$ cat src/rtl/tlb_pkg.sv
// Shared types and field helpers for the translation buffer array.
// Assumes 32-bit staging values with the page-pair tag at bit 13 upward.
package tlb_pkg;
    localparam int VPN2_W   = 19;
    localparam int ASID_W   = 8;
    localparam int PFN_W    = 24;
    localparam int MASK_W   = 12;
    localparam int CATTR_W  = 3;
    localparam int VPN2_LSB = 13;
    localparam int MASK_LSB = 13;
    localparam int PFN_LSB  = 6;

    typedef enum logic [1:0] {
        OP_PROBE  = 2'd0,
        OP_WR_IDX = 2'd1,
        OP_WR_RND = 2'd2,
        OP_READ   = 2'd3
    } tlb_op_e;

    typedef struct packed {
        logic               v;
        logic               d;
        logic [CATTR_W-1:0] c;
        logic [PFN_W-1:0]   pfn;
    } page_attr_t;

    typedef struct packed {
        logic [VPN2_W-1:0] vpn2;
        logic [ASID_W-1:0] asid;
        logic              g;
        logic [MASK_W-1:0] mask;
        page_attr_t        even;
        page_attr_t        odd;
    } tlb_entry_t;

    // Pull the per-page fields out of a staged descriptor.
    function automatic page_attr_t lo_unpack(input logic [31:0] lo);
        page_attr_t a;
        a.v   = lo[1];
        a.d   = lo[2];
        a.c   = lo[5:3];
        a.pfn = lo[PFN_LSB +: PFN_W];
        return a;
    endfunction

    // Rebuild a descriptor from stored fields plus the shared global flag.
    function automatic logic [31:0] lo_pack(input logic g, input page_attr_t a);
        logic [31:0] r;
        r = '0;
        r[0]   = g;
        r[1]   = a.v;
        r[2]   = a.d;
        r[5:3] = a.c;
        r[PFN_LSB +: PFN_W] = a.pfn;
        return r;
    endfunction

    // Form a whole slot from the four staging values.
    function automatic tlb_entry_t entry_build(input logic [31:0] hi, input logic [31:0] lo0,
                                               input logic [31:0] lo1, input logic [31:0] pm);
        tlb_entry_t e;
        e.vpn2 = hi[VPN2_LSB +: VPN2_W];
        e.asid = hi[ASID_W-1:0];
        e.g    = lo0[0] & lo1[0];
        e.mask = pm[MASK_LSB +: MASK_W];
        e.even = lo_unpack(lo0);
        e.odd  = lo_unpack(lo1);
        return e;
    endfunction
endpackage

$ cat src/rtl/tlb_entry_store.sv
// Register file of translation slots with one write port, one read port
// and a flat view of every slot for the parallel probe.
// Assumes a single write per cycle; reads see the contents before the write.
module tlb_entry_store
    import tlb_pkg::*;
#(
    parameter int N_ENTRIES = 16,
    localparam int IDX_W = $clog2(N_ENTRIES)
) (
    input  logic             clk,
    input  logic             rst_n,
    input  logic             we,
    input  logic [IDX_W-1:0] waddr,
    input  tlb_entry_t       wdata,
    input  logic [IDX_W-1:0] raddr,
    output tlb_entry_t       rdata,
    output tlb_entry_t       slots [N_ENTRIES]
);
    tlb_entry_t mem [N_ENTRIES];

    for (genvar i = 0; i < N_ENTRIES; i++) begin : g_slot
        // Clear the slot on reset, load it when addressed by a write.
        always_ff @(posedge clk) begin
            if (!rst_n) begin
                mem[i] <= '0;
            end else if (we && waddr == IDX_W'(i)) begin
                mem[i] <= wdata;
            end
        end
        assign slots[i] = mem[i];
    end

    // Combinational read port.
    assign rdata = mem[raddr];

    p_write_lands_r2: assert property (@(posedge clk) disable iff (!rst_n)
        we |=> mem[$past(waddr)] == $past(wdata));
endmodule

$ cat src/rtl/tlb_probe_match.sv
// Parallel tag comparators feeding a lowest-index priority encoder.
// Assumes the key is stable for the cycle in which the probe is issued.
module tlb_probe_match
    import tlb_pkg::*;
#(
    parameter int N_ENTRIES = 16,
    localparam int IDX_W = $clog2(N_ENTRIES)
) (
    input  tlb_entry_t        slots [N_ENTRIES],
    input  logic [VPN2_W-1:0] key_vpn2,
    input  logic [ASID_W-1:0] key_asid,
    output logic              hit,
    output logic [IDX_W-1:0]  hit_idx
);
    logic [N_ENTRIES-1:0] match_vec;

    for (genvar i = 0; i < N_ENTRIES; i++) begin : g_cmp
        assign match_vec[i] = (slots[i].vpn2 == key_vpn2) &&
                              (slots[i].g || slots[i].asid == key_asid);
    end

    // Pick the lowest-numbered matching slot.
    always_comb begin
        hit     = 1'b0;
        hit_idx = '0;
        for (int i = N_ENTRIES - 1; i >= 0; i--) begin
            if (match_vec[i]) begin
                hit     = 1'b1;
                hit_idx = IDX_W'(i);
            end
        end
    end
endmodule

$ cat src/rtl/tlb_array.sv
// Top of the software-managed translation buffer: decodes the command,
// drives the slot store and the probe, and registers the staging results.
// Assumes at most one command per cycle; results appear the next cycle.
module tlb_array
    import tlb_pkg::*;
#(
    parameter int N_ENTRIES = 16,
    localparam int IDX_W = $clog2(N_ENTRIES)
) (
    input  logic             clk,
    input  logic             rst_n,
    input  logic             cmd_valid,
    input  logic [1:0]       cmd_op,
    input  logic [31:0]      entry_hi_in,
    input  logic [31:0]      entry_lo0_in,
    input  logic [31:0]      entry_lo1_in,
    input  logic [31:0]      page_mask_in,
    input  logic [31:0]      index_in,
    input  logic [IDX_W-1:0] rand_idx,
    output logic [31:0]      entry_hi_out,
    output logic [31:0]      entry_lo0_out,
    output logic [31:0]      entry_lo1_out,
    output logic [31:0]      page_mask_out,
    output logic [31:0]      index_out,
    output logic             done,
    output logic             asid_flush
);
    localparam logic [31:0] MISS_FLAG = 32'h8000_0000;

    tlb_entry_t       slots [N_ENTRIES];
    tlb_entry_t       rd_ent;
    tlb_entry_t       wr_ent;
    logic             wr_en;
    logic [IDX_W-1:0] wr_addr;
    logic [IDX_W-1:0] sel_idx;
    logic             probe_hit;
    logic [IDX_W-1:0] probe_idx;
    logic [31:0]      rd_hi;
    logic [31:0]      rd_pm;

    // Decode write enable, write slot and the masked index.
    always_comb begin
        sel_idx = index_in[IDX_W-1:0];
        wr_en   = cmd_valid && (cmd_op == OP_WR_IDX || cmd_op == OP_WR_RND);
        wr_addr = (cmd_op == OP_WR_RND) ? rand_idx : sel_idx;
        wr_ent  = entry_build(entry_hi_in, entry_lo0_in, entry_lo1_in, page_mask_in);
    end

    tlb_entry_store #(.N_ENTRIES(N_ENTRIES)) u_store (
        .clk   (clk),
        .rst_n (rst_n),
        .we    (wr_en),
        .waddr (wr_addr),
        .wdata (wr_ent),
        .raddr (sel_idx),
        .rdata (rd_ent),
        .slots (slots)
    );

    tlb_probe_match #(.N_ENTRIES(N_ENTRIES)) u_probe (
        .slots    (slots),
        .key_vpn2 (entry_hi_in[VPN2_LSB +: VPN2_W]),
        .key_asid (entry_hi_in[ASID_W-1:0]),
        .hit      (probe_hit),
        .hit_idx  (probe_idx)
    );

    // Rebuild the tag and mask staging words from the read slot.
    always_comb begin
        rd_hi = '0;
        rd_hi[VPN2_LSB +: VPN2_W] = rd_ent.vpn2;
        rd_hi[ASID_W-1:0]         = rd_ent.asid;
        rd_pm = '0;
        rd_pm[MASK_LSB +: MASK_W] = rd_ent.mask;
    end

    // Register staging results, completion and flush pulses.
    always_ff @(posedge clk) begin
        if (!rst_n) begin
            entry_hi_out  <= '0;
            entry_lo0_out <= '0;
            entry_lo1_out <= '0;
            page_mask_out <= '0;
            index_out     <= '0;
            done          <= 1'b0;
            asid_flush    <= 1'b0;
        end else begin
            done       <= cmd_valid;
            asid_flush <= cmd_valid && cmd_op == OP_READ &&
                          rd_ent.asid != entry_hi_in[ASID_W-1:0];
            if (cmd_valid) begin
                entry_hi_out  <= entry_hi_in;
                entry_lo0_out <= entry_lo0_in;
                entry_lo1_out <= entry_lo1_in;
                page_mask_out <= page_mask_in;
                index_out     <= index_in;
                if (cmd_op == OP_PROBE) begin
                    index_out <= probe_hit ? 32'(probe_idx) : (index_in | MISS_FLAG);
                end else if (cmd_op == OP_READ) begin
                    entry_hi_out  <= rd_hi;
                    entry_lo0_out <= lo_pack(rd_ent.g, rd_ent.even);
                    entry_lo1_out <= lo_pack(rd_ent.g, rd_ent.odd);
                    page_mask_out <= rd_pm;
                end
            end
        end
    end

    p_done_follows_cmd_r1: assert property (@(posedge clk) disable iff (!rst_n)
        cmd_valid |=> done);
    p_done_quiet_r1: assert property (@(posedge clk) disable iff (!rst_n)
        !cmd_valid |=> !done);
    p_flush_with_done_r10: assert property (@(posedge clk) disable iff (!rst_n)
        asid_flush |-> done);
    p_write_keeps_index_r12: assert property (@(posedge clk) disable iff (!rst_n)
        wr_en |=> index_out == $past(index_in));
    p_miss_flagged_r8: assert property (@(posedge clk) disable iff (!rst_n)
        (cmd_valid && cmd_op == OP_PROBE && !probe_hit) |=> index_out[31]);
    p_hit_in_range_r6: assert property (@(posedge clk) disable iff (!rst_n)
        (cmd_valid && cmd_op == OP_PROBE && probe_hit) |=> index_out < 32'(N_ENTRIES));
endmodule

$ cat config.mk
export PLATFORM = sky130hd
export DESIGN_NAME = tlb_array
export DESIGN_NICKNAME = d
export VERILOG_FILES = /design/src/rtl/tlb_pkg.sv /design/src/rtl/tlb_entry_store.sv /design/src/rtl/tlb_probe_match.sv /design/src/rtl/tlb_array.sv
export SDC_FILE = /design/constraint.sdc
export NUM_CORES = 2
export LEC_CHECK = 0
export BUFFER_PORTS_ARGS = -buffer_cell sky130_fd_sc_hd__buf_2
export CORE_ASPECT_RATIO = 0.9
export CORE_MARGIN = 2
export CORE_UTILIZATION = 56
export DETAILED_ROUTE_END_ITERATION = 8
export PLACE_DENSITY = 0.72
export SYNTH_ARGS = -nofsm -noshare
export SYNTH_HDL_FRONTEND = slang
export SYNTH_SLANG_ARGS = --single-unit
$ cat constraint.sdc
create_clock -name clk -period 14.5 [get_ports clk]
set_input_delay 1.45 -clock clk [delete_from_list [all_inputs] [get_ports clk]]
set_output_delay 1.45 -clock clk [all_outputs]
set_load 0.005 [all_outputs]
# After elaboration in Yosys (flattened, before gate mapping)
# Memory sizes are Yosys's and may differ from the RTL's.
# Cells that the tools add are included.
[word_totals]
register_bits = 162
ramBits = 1568
in_bits = 169
out_inout_bits = 162
wordCells = 238
n_memories = 1
[mem_list]
columns = ["memory", "depth", "word_bits", "rd", "rd_ports_with_merged_regs", "wr", "line_no", "source"]
rows = [
  ["u_store.mem", 16, 98, 17, 0, 16, "tlb_entry_store.sv:19", "tlb_entry_t mem [N_ENTRIES];"],
]
[op_classes]
eq_ne = 51
mux = 108
n_bitwise = 17
n_reduce_logical = 54
[ops]
columns = ["cell", "count"]
rows = [
  ["98-bit 2-to-1 mux", 16],
  ["32-bit 2-to-1 mux", 10],
  ["19-bit == test", 16],
  ["8-bit == test", 16],
  ["4-bit 2-to-1 mux", 17],
  ["1-bit 2-to-1 mux", 65],
  ["1-bit logical AND", 35],
  ["4-bit == test, second input constant", 8],
  ["1-bit logical OR", 17],
  ["4-bit by 3-bit == test with 1-bit output, second input constant", 4],
  ["1-bit bitwise OR", 16],
  ["4-bit by 2-bit == test with 1-bit output, second input constant", 2],
  ["8-bit != test", 1],
  ["2-bit == test, second input constant", 2],
  ["4-bit by 1-bit == test with 1-bit output, second input constant", 1],
  ["4-bit logical NOT", 1],
  ["2-bit by 1-bit == test with 1-bit output, second input constant", 1],
  ["2-bit logical NOT", 1],
  ["1-bit AND", 1],
]

# Logic depth before layout (Yosys ltp)
# An unclocked memory read counts as a cell.
[logic_depth]
depth_word = 22
ltp_mapped = 12
depth_no_buf = 8

# By module
# From an unflattened synthesis, not the netlist that was laid out.
[unflattened]
hier_cells = 5789
area_unflattened_um2 = 82272.7
[by_module_without_submodules]
columns = ["mod", "n_inst", "cells_per_inst", "area_each_um2", "seq_area_each_um2"]
rows = [
  ["tlb_entry_store", 1, 4262, 69927.1, 47085.2],
  ["tlb_array", 1, 849, 7045.5, 3243.1],
  ["tlb_probe_match", 1, 678, 5300.1, 0.0],
]

# Least setup slack after synthesis
# No wires, ideal clock.
[synth_path]
kind = "input-to-reg"
from = "input cmd_op[0]"
to = "memory u_store.mem[10][0] in the netlist's numbering (enable)"
setup_time_ps = 691
t_arrival_ps = 9360
t_required_ps = 13809
slack_ps = 4449
path_stages = 7
path_buffers = 1
path_cell_list = "inv_1 -> ha_1 -> buf_4 -> mux2i_1 -> nand3_1 -> or2_2 -> o21ai_0"
[synth_rtl]
columns = ["item", "line_no", "source"]
rows = [
  ["start: declaration", "tlb_array.sv:13", "input logic [1:0] cmd_op,"],
  ["end: declaration", "tlb_entry_store.sv:19", ""],
]

# Worst setup path in the final report
[layout_path]
from = "input index_in[1]"
to = "register entry_lo0_out[11]"
[layout_via]
elab_chain_cells = 3
[layout_lines]
columns = ["item", "line_no", "source"]
rows = [
  ["start: declaration", "tlb_array.sv:18", "input logic [31:0] index_in,"],
  ["memory 16 x 98 bit", "-", ""],
  ["32-bit 2-to-1 mux", "tlb_array.sv:99", "end else if (cmd_op == OP_READ) begin"],
  ["32-bit 2-to-1 mux", "tlb_array.sv:97", "if (cmd_op == OP_PROBE) begin"],
  ["end signal: assignment", "tlb_array.sv:93", "entry_lo0_out <= entry_lo0_in;"],
  ["end signal: assignment", "tlb_array.sv:101", "entry_lo0_out <= lo_pack(rd_ent.g, rd_ent.even);"],
  ["end: declaration", "tlb_array.sv:21", "output logic [31:0] entry_lo0_out,"],
]
# No other way between the ends.
# A chain may end at the register's enable or synchronous reset.

==> summary.txt <==
Outcome
  – Outcome: finished, final reports clean

Drt
  – Drt pass-1 iters: 5
  – Vias after detailed routing: 48700
  – Remaining antenna violation count: 0
  – Via density: 6.24
  – Routed WL: 229000 um
  – DR iter-0 viols: 6512
  – Residual DRC count: 0
  – Post-DR wirelength/cell: 29.4 um

Timing
  – Final hold violations: 0
  – Clock Skew: 26.0 ps
  – Max transition margin: 11.3%
  – Crit path time final: 5360 ps
  – Post-route setup TNS: 0 ps
  – Worst Max-Slew Pin Slew: 1330 ps
  – Fmax achieved: 187 MHz
  – Max-slew violation count: 0
  – Final setup viols: 0
  – RSZ-0062 raised after global routing: no
  – Final worst path period share: 37.0%
  – Hold_ws: 457 ps

Floorplanning
  – Die area: 150000 sq um
  – I/O pin cnt: 331
  – Chip width: 407 um
  – Die Y: 367 um
  – Core Area: 146000 sq um
  – Rows: 133
  – Starting Density: 56.3%

Logic synthesis
  – Seq/Total Area, Yosys: 61.4%
  – Cells after Synth: 5608
  – Async set-or-reset flop fraction in the synthesized netlist: 0%
  – Post-synthesis cell type count: 54
  – Synth warn: 0
  – Average size of a mapped cell: 14.6 sq um
  – Post-synth EDFFs: 1568
  – Cell Area, Synth: 82000 sq um
  – Post-synthesis register bit count: 1730
  – Synth Flop Type: edfxtp_1
  – Syn Nets: 5780

Global route
  – GRT overflow: 0
  – Vias in the first global route: 48800
  – Largest net degree at the start of global routing: 136
  – Antenna violations before repair: 28
  – Gr usage total: 30.7%
  – First-pass GRT wire length: 336000 um

Clock tree
  – Postcts setup bufs: 0
  – CTS H-tree lvls: 4
  – CTS clock-pin slew for the worst setup and hold paths: 60 ps
  – CTS tree: done
  – Deepest clock path buffer count: 3
  – Clk_lat worst skew: 820 ps
  – Root Driver: clkbuf_16
  – CTS resizes: 0
  – CTS Sinks: 1730
  – CTS Buf Count: 176
  – Hold bufs inserted after CTS: 0

Layout
  – Nets: 5853
  – Area growth, synth to finish: 10.5%
  – Filler Cell Count: 10600
  – Layout cells sized above 1: 21.3%
  – Fin util: 62.2%

Power and ir drop
  – Leakage: 32.2 nW
  – Seq pwr share: 51.2%
  – Worst vdd ir: 99.3 uV
  – Int Power: 8.76 mW
  – Power share of the combinational group: 8.9%
  – Clk pwr share: 39.9%
  – Net Sw Frac: 23.5%
  – P_sw: 2.70 mW
  – Pwr/cell area: 126 nW/um^2

Worst hold path
  – Hold EP: entry_hi_out[10]$_SDFFE_PN0P_
  – Hold path depth: 2
  – Hold_sp: entry_hi_out[10]$_SDFFE_PN0P_
  – Worst min path class: flop to flop

Placed design
  – Routability cong.: 0.881
  – I/O Buffers: 330
  – Post-DP HPWL: 125000 um

Setup path
  – Reg2Reg Setup Slack: 10680 ps
  – Crit start category: input port
  – Setup crit end kind: flop
  – Critical Path AT: 5990 ps
  – R2R cell count: 8
  – Data required time of the critical path: 15130 ps
  – Reg-to-reg startpoint: u_store.mem[5][85]$_SDFFCE_PN0P_
  – Worst Setup Path Type: input port to flop
  – Worst-path maximum fanout: 88
  – Crit Reg-Reg Endpoint: index_out[1]$_SDFFE_PN0P_

Flow run
  – Maxcap violations: 0
## placed cells by master, fill, tap and decap left out, types with 48 or more instances in the layout
| cell type | n |
|---|---|
| clkbuf_16 | 179 |
| a21oi_1 | 51 |
| dfxtp_1 | 162 |
| mux4_2 | 490 |
| nor4_1 | 105 |
| buf_2 | 325 |
| xor2_1 | 391 |
| a311oi_1 | 97 |
| nand2_1 | 265 |
| and2_1 | 1554 |
| buf_4 | 94 |
| xnor2_1 | 48 |
| nor2_1 | 123 |
| edfxtp_1 | 1568 |
## how the worst max path moves through the flow
stage                     start                          endpoint  cells after the start
finish              index_in[1]    entry_lo0_out[11]$_SDFFE_PN0P_                      8
global route        index_in[0]     entry_lo1_out[5]$_SDFFE_PN0P_                      8
CTS                 index_in[0]     entry_lo1_out[5]$_SDFFE_PN0P_                      8
detailed placement  index_in[0]    entry_lo1_out[21]$_SDFFE_PN0P_                      8
global placement    index_in[0]     entry_lo0_out[1]$_SDFFE_PN0P_                      8
floorplan             cmd_op[0]  u_store.mem[10][0]$_SDFFCE_PN0P_                      7
## final cells by class
class | instances | area, sq um | share of cell area (%)
diodes | 22 | 55.1 | 0.0607
clock buffers | 223 | 4730 | 5.22
clock inverters | 102 | 1010 | 1.12
inverters | 8 | 35.0 | 0.0386
multi-input cells | 3337 | 29600 | 32.6
flip-flops and latches | 1730 | 50300 | 55.5
well taps | 1957 | 2450 | 2.70
repair buffers | 428 | 2480 | 2.74
## critical path, cell delays in order
cell	delay, ps
buf_8	580
buf_4	940
buf_4	960
buf_4	710
mux4_2	420
mux4_2	470
nand2_1	90
a311oi_1	110
## state kept, by name (all words and copies together) (netlist names)
register,cells
page_mask_out,32
entry_lo0_out,32
entry_hi_out,32
u_store.mem,1568
done,1
index_out,32
asid_flush,1
entry_lo1_out,32
## stage by stage
stage	area [sq um]	cells	setup slack [ps]	total power [mW]
after floorplan	82000	5608	4450	6.64
after global placement	84900	7460	8380	6.96
after detailed placement	84900	7460	8340	6.98
after CTS	90600	7785	9220	11.5
after global routing	90600	7799	8890	11.8
final	90700	7807	9140	11.5
## routing by layer
| metal | up-vias | share of wire [%] | track usage [%] |
|---|---|---|---|
| li1 | 20600 | - | - |
| met1 | 24800 | 38 | 42.1 |
| met2 | 2882 | 48 | 49.3 |
| met3 | 428 | 11 | 6.40 |
| met4 | 10 | 3.1 | 10.6 |
| met5 | - | 0.035 | 0 |
## power groups by stage
stage,registers [mW],logic (mW),clock network (mW)
floorplan,5.97,0.662,0
global placement,5.95,1.01,0
detailed placement,5.96,1.02,0
CTS,5.86,1.02,4.60
global route,5.89,1.08,4.79
finish,5.87,1.02,4.57
## Yosys cell counts (5+ instances only)
cell,n,area [sq um]
buf_6,20,225
buf_2,86,430
buf_4,27,203
nor4_1,105,657
nand2_1,266,998
a2bb2oi_2,10,150
a21oi_1,52,260
nand3_1,47,235
a2bb2oi_1,17,149
nand4_1,15,93.8
nor2_2,18,113
nor3_1,16,80.1
and3_1,16,100
and2_1,1554,9720
xnor2_1,48,420
clkbuf_1,380,1430
buf_1,15,56.3
dfxtp_1,162,3240
inv_1,7,26.3
xor2_1,391,3420
a31oi_1,5,31.3
a311oi_1,97,850
edfxtp_1,1568,47100
mux4_2,490,11000
nor2_1,131,492
o21ai_0,21,105
## logic make-up (layout without fill, tap and decap cells)
group | Yosys count | in the layout | synth area share (%)
xor gates and xnor gates | 440 | 440 | 4.71
DFF | 1730 | 1730 | 61.4
other | 0 | 22 | 0
and+or+nand+nor | 2186 | 2186 | 15.4
AOI/OAI and AO/OA | 216 | 216 | 2.05
muxes | 492 | 492 | 13.5
buffers and inverters | 541 | 761 | 2.98
adders and majority gates | 3 | 3 | 0.0458
Note: power is estimated with default switching activity, not from simulation.
